### src/rtl/acq_pkg.sv
package acq_pkg;

    typedef enum logic [2:0] {
        ST_WAIT    = 3'd0,
        ST_SETTLE  = 3'd1,
        ST_START   = 3'd2,
        ST_CONVERT = 3'd3,
        ST_DELIVER = 3'd4,
        ST_ABORT   = 3'd5
    } acq_state_t;

    localparam int          OP_W       = 2;
    localparam logic [1:0]  OP_IDLE    = 2'b00;
    localparam logic [1:0]  OP_RESET   = 2'b01;
    localparam logic [1:0]  OP_ACQUIRE = 2'b10;
    localparam logic [1:0]  OP_SPARE   = 2'b11;

endpackage

### src/rtl/acq_cmd_match.sv
module acq_cmd_match
    import acq_pkg::*;
#(
    parameter int ADDR_W      = 5,
    parameter int SENSOR_ADDR = 6,
    parameter bit BCAST_EN    = 1'b1
) (
    input  logic              cmd_stb,
    input  logic [ADDR_W-1:0] cmd_addr,
    input  logic [OP_W-1:0]   cmd_op,
    output logic              acq_hit
);
    localparam logic [ADDR_W-1:0] OWN_ADDR   = ADDR_W'(SENSOR_ADDR);
    localparam logic [ADDR_W-1:0] BCAST_ADDR = {ADDR_W{1'b1}};

    logic addr_ok;

    generate
        if (BCAST_EN) begin : g_bcast
            assign addr_ok = (cmd_addr == OWN_ADDR) || (cmd_addr == BCAST_ADDR);
        end else begin : g_own_only
            assign addr_ok = (cmd_addr == OWN_ADDR);
        end
    endgenerate

    // Idle, reset and spare codes never produce a hit.
    assign acq_hit = cmd_stb && addr_ok && (cmd_op == OP_ACQUIRE);

endmodule

### src/rtl/acq_conv_timer.sv
module acq_conv_timer #(
    parameter int LIMIT = 256
) (
    input  logic clk,
    input  logic rst_n,
    input  logic run,
    output logic expired
);
    localparam int CNT_W = (LIMIT > 2) ? $clog2(LIMIT) : 1;
    localparam logic [CNT_W-1:0] LAST = CNT_W'(LIMIT - 1);

    logic [CNT_W-1:0] cnt;

    always_ff @(posedge clk) begin
        if (!rst_n || !run) begin
            cnt <= '0;
        end else if (cnt != LAST) begin
            cnt <= cnt + 1'b1;
        end
    end

    assign expired = run && (cnt == LAST);

endmodule

### src/rtl/acq_result_reg.sv
module acq_result_reg #(
    parameter int DATA_W = 12
) (
    input  logic              clk,
    input  logic              rst_n,
    input  logic              capture,
    input  logic [DATA_W-1:0] din,
    output logic [DATA_W-1:0] dout
);
    always_ff @(posedge clk) begin
        if (!rst_n) begin
            dout <= '0;
        end else if (capture) begin
            dout <= din;
        end
    end

endmodule

### src/rtl/acq_sequencer.sv
module acq_sequencer
    import acq_pkg::*;
#(
    parameter int DATA_W         = 12,
    parameter int ADDR_W         = 5,
    parameter int SENSOR_ADDR    = 6,
    parameter bit BCAST_EN       = 1'b1,
    parameter int TIMEOUT_CYCLES = 256
) (
    input  logic              clk,
    input  logic              rst_n,
    input  logic              cmd_stb,
    input  logic [ADDR_W-1:0] cmd_addr,
    input  logic [1:0]        cmd_op,
    input  logic              adc_eoc,
    input  logic [DATA_W-1:0] adc_data,
    output logic              sh_hold,
    output logic              adc_start,
    output logic [DATA_W-1:0] rd_data,
    output logic              rd_valid,
    output logic              rd_err
);
    acq_state_t state, state_nx;
    logic       acq_hit;
    logic       conv_run;
    logic       tmo_expire;
    logic       eoc_take;

    acq_cmd_match #(
        .ADDR_W      (ADDR_W),
        .SENSOR_ADDR (SENSOR_ADDR),
        .BCAST_EN    (BCAST_EN)
    ) u_match (
        .cmd_stb  (cmd_stb),
        .cmd_addr (cmd_addr),
        .cmd_op   (cmd_op),
        .acq_hit  (acq_hit)
    );

    assign conv_run = (state == ST_CONVERT);
    assign eoc_take = conv_run && adc_eoc;

    acq_conv_timer #(
        .LIMIT (TIMEOUT_CYCLES)
    ) u_timer (
        .clk     (clk),
        .rst_n   (rst_n),
        .run     (conv_run),
        .expired (tmo_expire)
    );

    acq_result_reg #(
        .DATA_W (DATA_W)
    ) u_result (
        .clk     (clk),
        .rst_n   (rst_n),
        .capture (eoc_take),
        .din     (adc_data),
        .dout    (rd_data)
    );

    // State register
    always_ff @(posedge clk) begin
        if (!rst_n) begin
            state <= ST_WAIT;
        end else begin
            state <= state_nx;
        end
    end

    // Transitions
    always_comb begin
        state_nx = state;
        unique case (state)
            ST_WAIT:    if (acq_hit) state_nx = ST_SETTLE;
            ST_SETTLE:  state_nx = ST_START;
            ST_START:   state_nx = ST_CONVERT;
            ST_CONVERT: begin
                if (adc_eoc)         state_nx = ST_DELIVER;
                else if (tmo_expire) state_nx = ST_ABORT;
            end
            ST_DELIVER: state_nx = ST_WAIT;
            ST_ABORT:   state_nx = ST_WAIT;
            default:    state_nx = ST_WAIT;
        endcase
    end

    // Outputs
    always_comb begin
        sh_hold   = 1'b0;
        adc_start = 1'b0;
        rd_valid  = 1'b0;
        rd_err    = 1'b0;
        unique case (state)
            ST_WAIT:    ;
            ST_SETTLE:  sh_hold = 1'b1;
            ST_START: begin
                sh_hold   = 1'b1;
                adc_start = 1'b1;
            end
            ST_CONVERT: sh_hold = 1'b1;
            ST_DELIVER: rd_valid = 1'b1;
            ST_ABORT:   rd_err = 1'b1;
            default:    ;
        endcase
    end

endmodule

### config.mk
export PLATFORM = sky130hd
export DESIGN_NAME = acq_sequencer
export DESIGN_NICKNAME = d
export VERILOG_FILES = /design/src/rtl/acq_pkg.sv /design/src/rtl/acq_cmd_match.sv /design/src/rtl/acq_conv_timer.sv /design/src/rtl/acq_result_reg.sv /design/src/rtl/acq_sequencer.sv
export SDC_FILE = /design/constraint.sdc
export NUM_CORES = 1
export LEC_CHECK = 0
export CAP_MARGIN = 20
export CORE_MARGIN = 5
export CORE_UTILIZATION = 45
export CTS_BUF_LIST = sky130_fd_sc_hd__clkbuf_4
export DETAILED_ROUTE_END_ITERATION = 10
export PLACE_DENSITY = 0.92
export SKIP_LAST_GASP = 1
export SLEW_MARGIN = 20
export SYNTH_ARGS = -nofsm -noshare
export SYNTH_HDL_FRONTEND = slang
export SYNTH_HIERARCHICAL = 1
export SYNTH_SLANG_ARGS = --single-unit
### constraint.sdc
create_clock -name clk -period 3.1 [get_ports clk]
set_input_delay 0.465 -clock clk [delete_from_list [all_inputs] [get_ports clk]]
set_output_delay 0.465 -clock clk [all_outputs]
set_load 0.05 [all_outputs]
==> results_tabular.tex <==
\begin{tabular}{lr}
\hline
Metric & Value \\
\hline
\multicolumn{2}{l}{\textbf{Layout}} \\
Combined area of the multi-input logic cells & 579 um2 \\
Final Util & 66.3\% \\
Reg area & 460 um2 \\
Fin nets & 173 \\
Fraction of layout instances using a drive strength above 1 & 10.1\% \\
Total of fill cells in the finished design & 185 \\
Signed area change from the synthesized netlist to the final layout & 39.0\% \\
Antenna Diode Count & 0 \\
\multicolumn{2}{l}{\textbf{Yosys}} \\
Top post-synthesis cells by area & sky130\_fd\_sc\_hd\_\_dfxtp\_1 (43\%), sky130\_fd\_sc\_hd\_\_mux2i\_1 (12\%), sky130\_fd\_sc\_hd\_\_nor2b\_1 (7.0\%), sky130\_fd\_sc\_hd\_\_a211oi\_2 (3.5\%), sky130\_fd\_sc\_hd\_\_nor3\_1 (3.3\%) \\
Most frequent cell after synthesis & sky130\_fd\_sc\_hd\_\_dfxtp\_1 \\
Number of enable flip-flop cells after synthesis & 0 \\
Async set-or-reset flop fraction in the synthesized netlist & 0\% \\
Cell area after technology mapping & 1070 um2 \\
Gate count of the mapped netlist & 109 \\
Post-synth top flop & sky130\_fd\_sc\_hd\_\_dfxtp\_1 \\
Unique masters post-synth & 36 \\
Synth Register Bits & 23 \\
Nets in the synthesized netlist & 133 \\
Sequential-to-total area share from yosys stat & 42.8\% \\
Cell type contributing the most total cell area after synthesis & sky130\_fd\_sc\_hd\_\_dfxtp\_1 \\
Syn avg cell area & 9.86 um2 \\
Yosys warnings & 6 \\
Top cells by instance count after synthesis & sky130\_fd\_sc\_hd\_\_dfxtp\_1 (23), sky130\_fd\_sc\_hd\_\_mux2i\_1 (13), sky130\_fd\_sc\_hd\_\_nor2b\_1 (12), sky130\_fd\_sc\_hd\_\_nor3\_1 (7), sky130\_fd\_sc\_hd\_\_nand2\_1 (5) \\
Post-synth top area share & 42.8\% \\
\multicolumn{2}{l}{\textbf{Pwr}} \\
P\_leak & 0.484 nW \\
P per Cell Area & 318 nW/um2 \\
Worst VDD drop & 0.256 mV \\
\multicolumn{2}{l}{\textbf{Floorplan}} \\
Floorplan row count & 17 \\
Floorplan die height & 58.9 um \\
Starting density of the core & 47.7\% \\
Die span in x & 58.9 um \\
Core area & 2250 um2 \\
Number of primary I/O pins & 39 \\
Die area & 3470 um2 \\
\multicolumn{2}{l}{\textbf{CTS}} \\
CTS Root Buffer Type & sky130\_fd\_sc\_hd\_\_clkbuf\_4 \\
\# H-tree levels & 1 \\
Buffer levels on the longest clock path & 2 \\
Number of buffers inserted by post-CTS setup repair & 0 \\
Inserted Clock Buffers & 3 \\
Clock tree from TritonCTS & yes \\
Post-CTS sizing & 0 \\
Hold buffers post-CTS & 0 \\
Number of sinks driven by the clock tree & 23 \\
Source-to-sink clock delay at the later pin of the worst-skew pair & 0.30 ns \\
Reg clk slew, reported paths & 0.12 ns \\
\multicolumn{2}{l}{\textbf{Worst setup path}} \\
CP endpoint kind & output pin \\
Worst flop-to-flop path endpoint & state[2] \\
RR Startpoint & u\_timer/cnt[0] \\
Kind of start point of the critical path & register \\
Worst reg-to-reg setup slack & 1.59 ns \\
Type of the worst setup path & register to output pin \\
Biggest fanout along the worst timing path & 7 \\
Source of the critical timing path & state[1] \\
Capture point of the critical path & rd\_valid \\
Number of cells on the worst reg-to-reg path & 5 \\
Data required, critical path & 2.63 ns \\
Worst endpoint data arrival time & 1.79 ns \\
\multicolumn{2}{l}{\textbf{STA}} \\
Post-route fraction of the period consumed by the critical path & 72.8\% \\
Setup repair after global routing missed its margin & false \\
Final critical path time including I/O delays and setup & 2.26 ns \\
Count of final hold-check violations & 0 \\
Achievable clock frequency & 443 MHz \\
Final-layout setup total negative slack & 0 ns \\
Worst clock skew on the final layout & 0.00225 ns \\
Slew HR & 65.5\% \\
Max-slew violation count & 0 \\
Count of final setup violators & 0 \\
Worst Tran Pin Value & 0.516 ns \\
\multicolumn{2}{l}{\textbf{Global routing}} \\
Vias in the first global route & 848 \\
Maximum number of pins on one net before global-route repair & 16 \\
Number of antenna violations at the first check in global routing & 0 \\
Remaining global-route overflow & 0 \\
Wire length of the first global-routing pass & 3.76 mm \\
Total global routing track utilization & 14.0\% \\
\multicolumn{2}{l}{\textbf{Placed design}} \\
DP Wirelength & 1.95 mm \\
Global placement routability congestion & 0.925 \\
Port bufs & 38 \\
\multicolumn{2}{l}{\textbf{Drt}} \\
Initial DRC Count & 24 \\
DR pass1 iterations & 4 \\
Remaining design rule violation count & 0 \\
Routed Antenna Nets & 0 \\
Via count normalized by instance count & 5.23 \\
Final routed wire length divided by cell count & 13.8 um \\
Wirelength, routed & 2.43 mm \\
Vias after detailed routing & 921 \\
\multicolumn{2}{l}{\textbf{Flow run}} \\
Count of max-cap constraint violations & 0 \\
\multicolumn{2}{l}{\textbf{Outcome}} \\
Run status & complete, no violations \\
\multicolumn{2}{l}{\textbf{Min path}} \\
Path type of the worst min-delay path & register to register \\
\hline
\end{tabular}
## placed cells by master, fill, tap and decap left out, drive strengths merged
master / instances
a211oi: 3
a21boi: 1
a21oi: 5
a31oi: 2
and2: 2
and3: 2
and3b: 1
and4: 2
buf: 1
clkbuf: 3
clkdlybuf4s50: 38
clkinv: 1
dfxtp: 23
ha: 1
inv: 1
mux2i: 13
nand2: 5
nand2b: 2
nand3: 5
nand3b: 1
nand4: 2
nor2: 4
nor2b: 13
nor3: 7
nor3b: 3
nor4: 1
o211a: 1
o21ai: 2
o21bai: 1
or2: 1
or3: 1
## cell families (layout without fill, tap and decap cells)
logic type | after synthesis | in the layout | synth area share, %
AND/OR/NAND/NOR | 52 | 52 | 30.0
buffers and inverters | 5 | 44 | 3.26
AO/OA/AOI/OAI | 15 | 15 | 10.6
multiplexers | 13 | 13 | 12.1
flip-flops | 23 | 23 | 42.8
adder cells (fa/ha/maj) | 1 | 1 | 1.16
## worst min-delay path by stage
stage                      from               end  slack, ns  depth (start not counted)
2_1_floorplan    u_timer/cnt[1]    u_timer/cnt[1]       0.48                          2
3_5_place_dp   u_result/dout[8]  u_result/dout[8]       0.50                          2
5_1_grt                state[1]          state[0]       0.57                          2
6_report       u_result/dout[8]  u_result/dout[8]       0.53                          2
4_1_cts        u_result/dout[8]  u_result/dout[8]       0.53                          2
3_3_place_gp   u_result/dout[8]  u_result/dout[8]       0.50                          2
## per-stage QoR
stage,power [mW],cell area (um2),std cells,worst slack [ns],hold WS [ns]
after detailed placement,0.349,1470,172,1.03,0.502
after floorplan,0.317,1070,109,1.07,0.484
after global placement,0.348,1470,172,1.10,0.496
after CTS,0.481,1490,176,0.830,0.533
after global routing,0.501,1490,176,0.723,0.570
final,0.475,1490,176,0.844,0.530
## final cells by class
type                            instances  share of cell area [%]
Multi-Input combinational cell         81                    38.8
Sequential cell                        23                    30.8
Timing Repair Buffer                   39                    26.0
Tap cell                               28                    2.35
Clock buffer                            3                    1.51
Clock inverter                          1                   0.335
Inverter                                1                   0.251
## sequential cells by signal, summed over array words and instances, names as in the netlist
| name | cells |
|---|---|
| u_result/dout | 12 |
| u_timer/cnt | 8 |
| state | 3 |
## power by group
group	internal, mW	total [mW]	leakage, nW	switching [mW]
registers	0.296	0.297	0.185	0.000992
logic	0.0313	0.0452	0.281	0.0139
clock network	0.0480	0.132	0.0177	0.0842
total	0.376	0.475	0.484	0.0991
## routing by layer
| metal | global-route usage, % | vias to the layer above | share of wire, % |
|---|---|---|---|
| met5 | 0 | - | 0 |
| met4 | 3.24 | 0 | 0 |
| met3 | 4.17 | 0 | 8.1 |
| met2 | 26.8 | 39 | 52 |
| met1 | 14.8 | 413 | 40 |
| li1 | - | 469 | - |
## critical path, stage by stage, from the launching register on
cell and delay (ns):
sky130_fd_sc_hd__dfxtp_1 0.37, sky130_fd_sc_hd__nor2_1 0.18, sky130_fd_sc_hd__and2_1 0.15, sky130_fd_sc_hd__clkdlybuf4s50_1 0.80
Note: power is estimated with default switching activity, not from simulation.
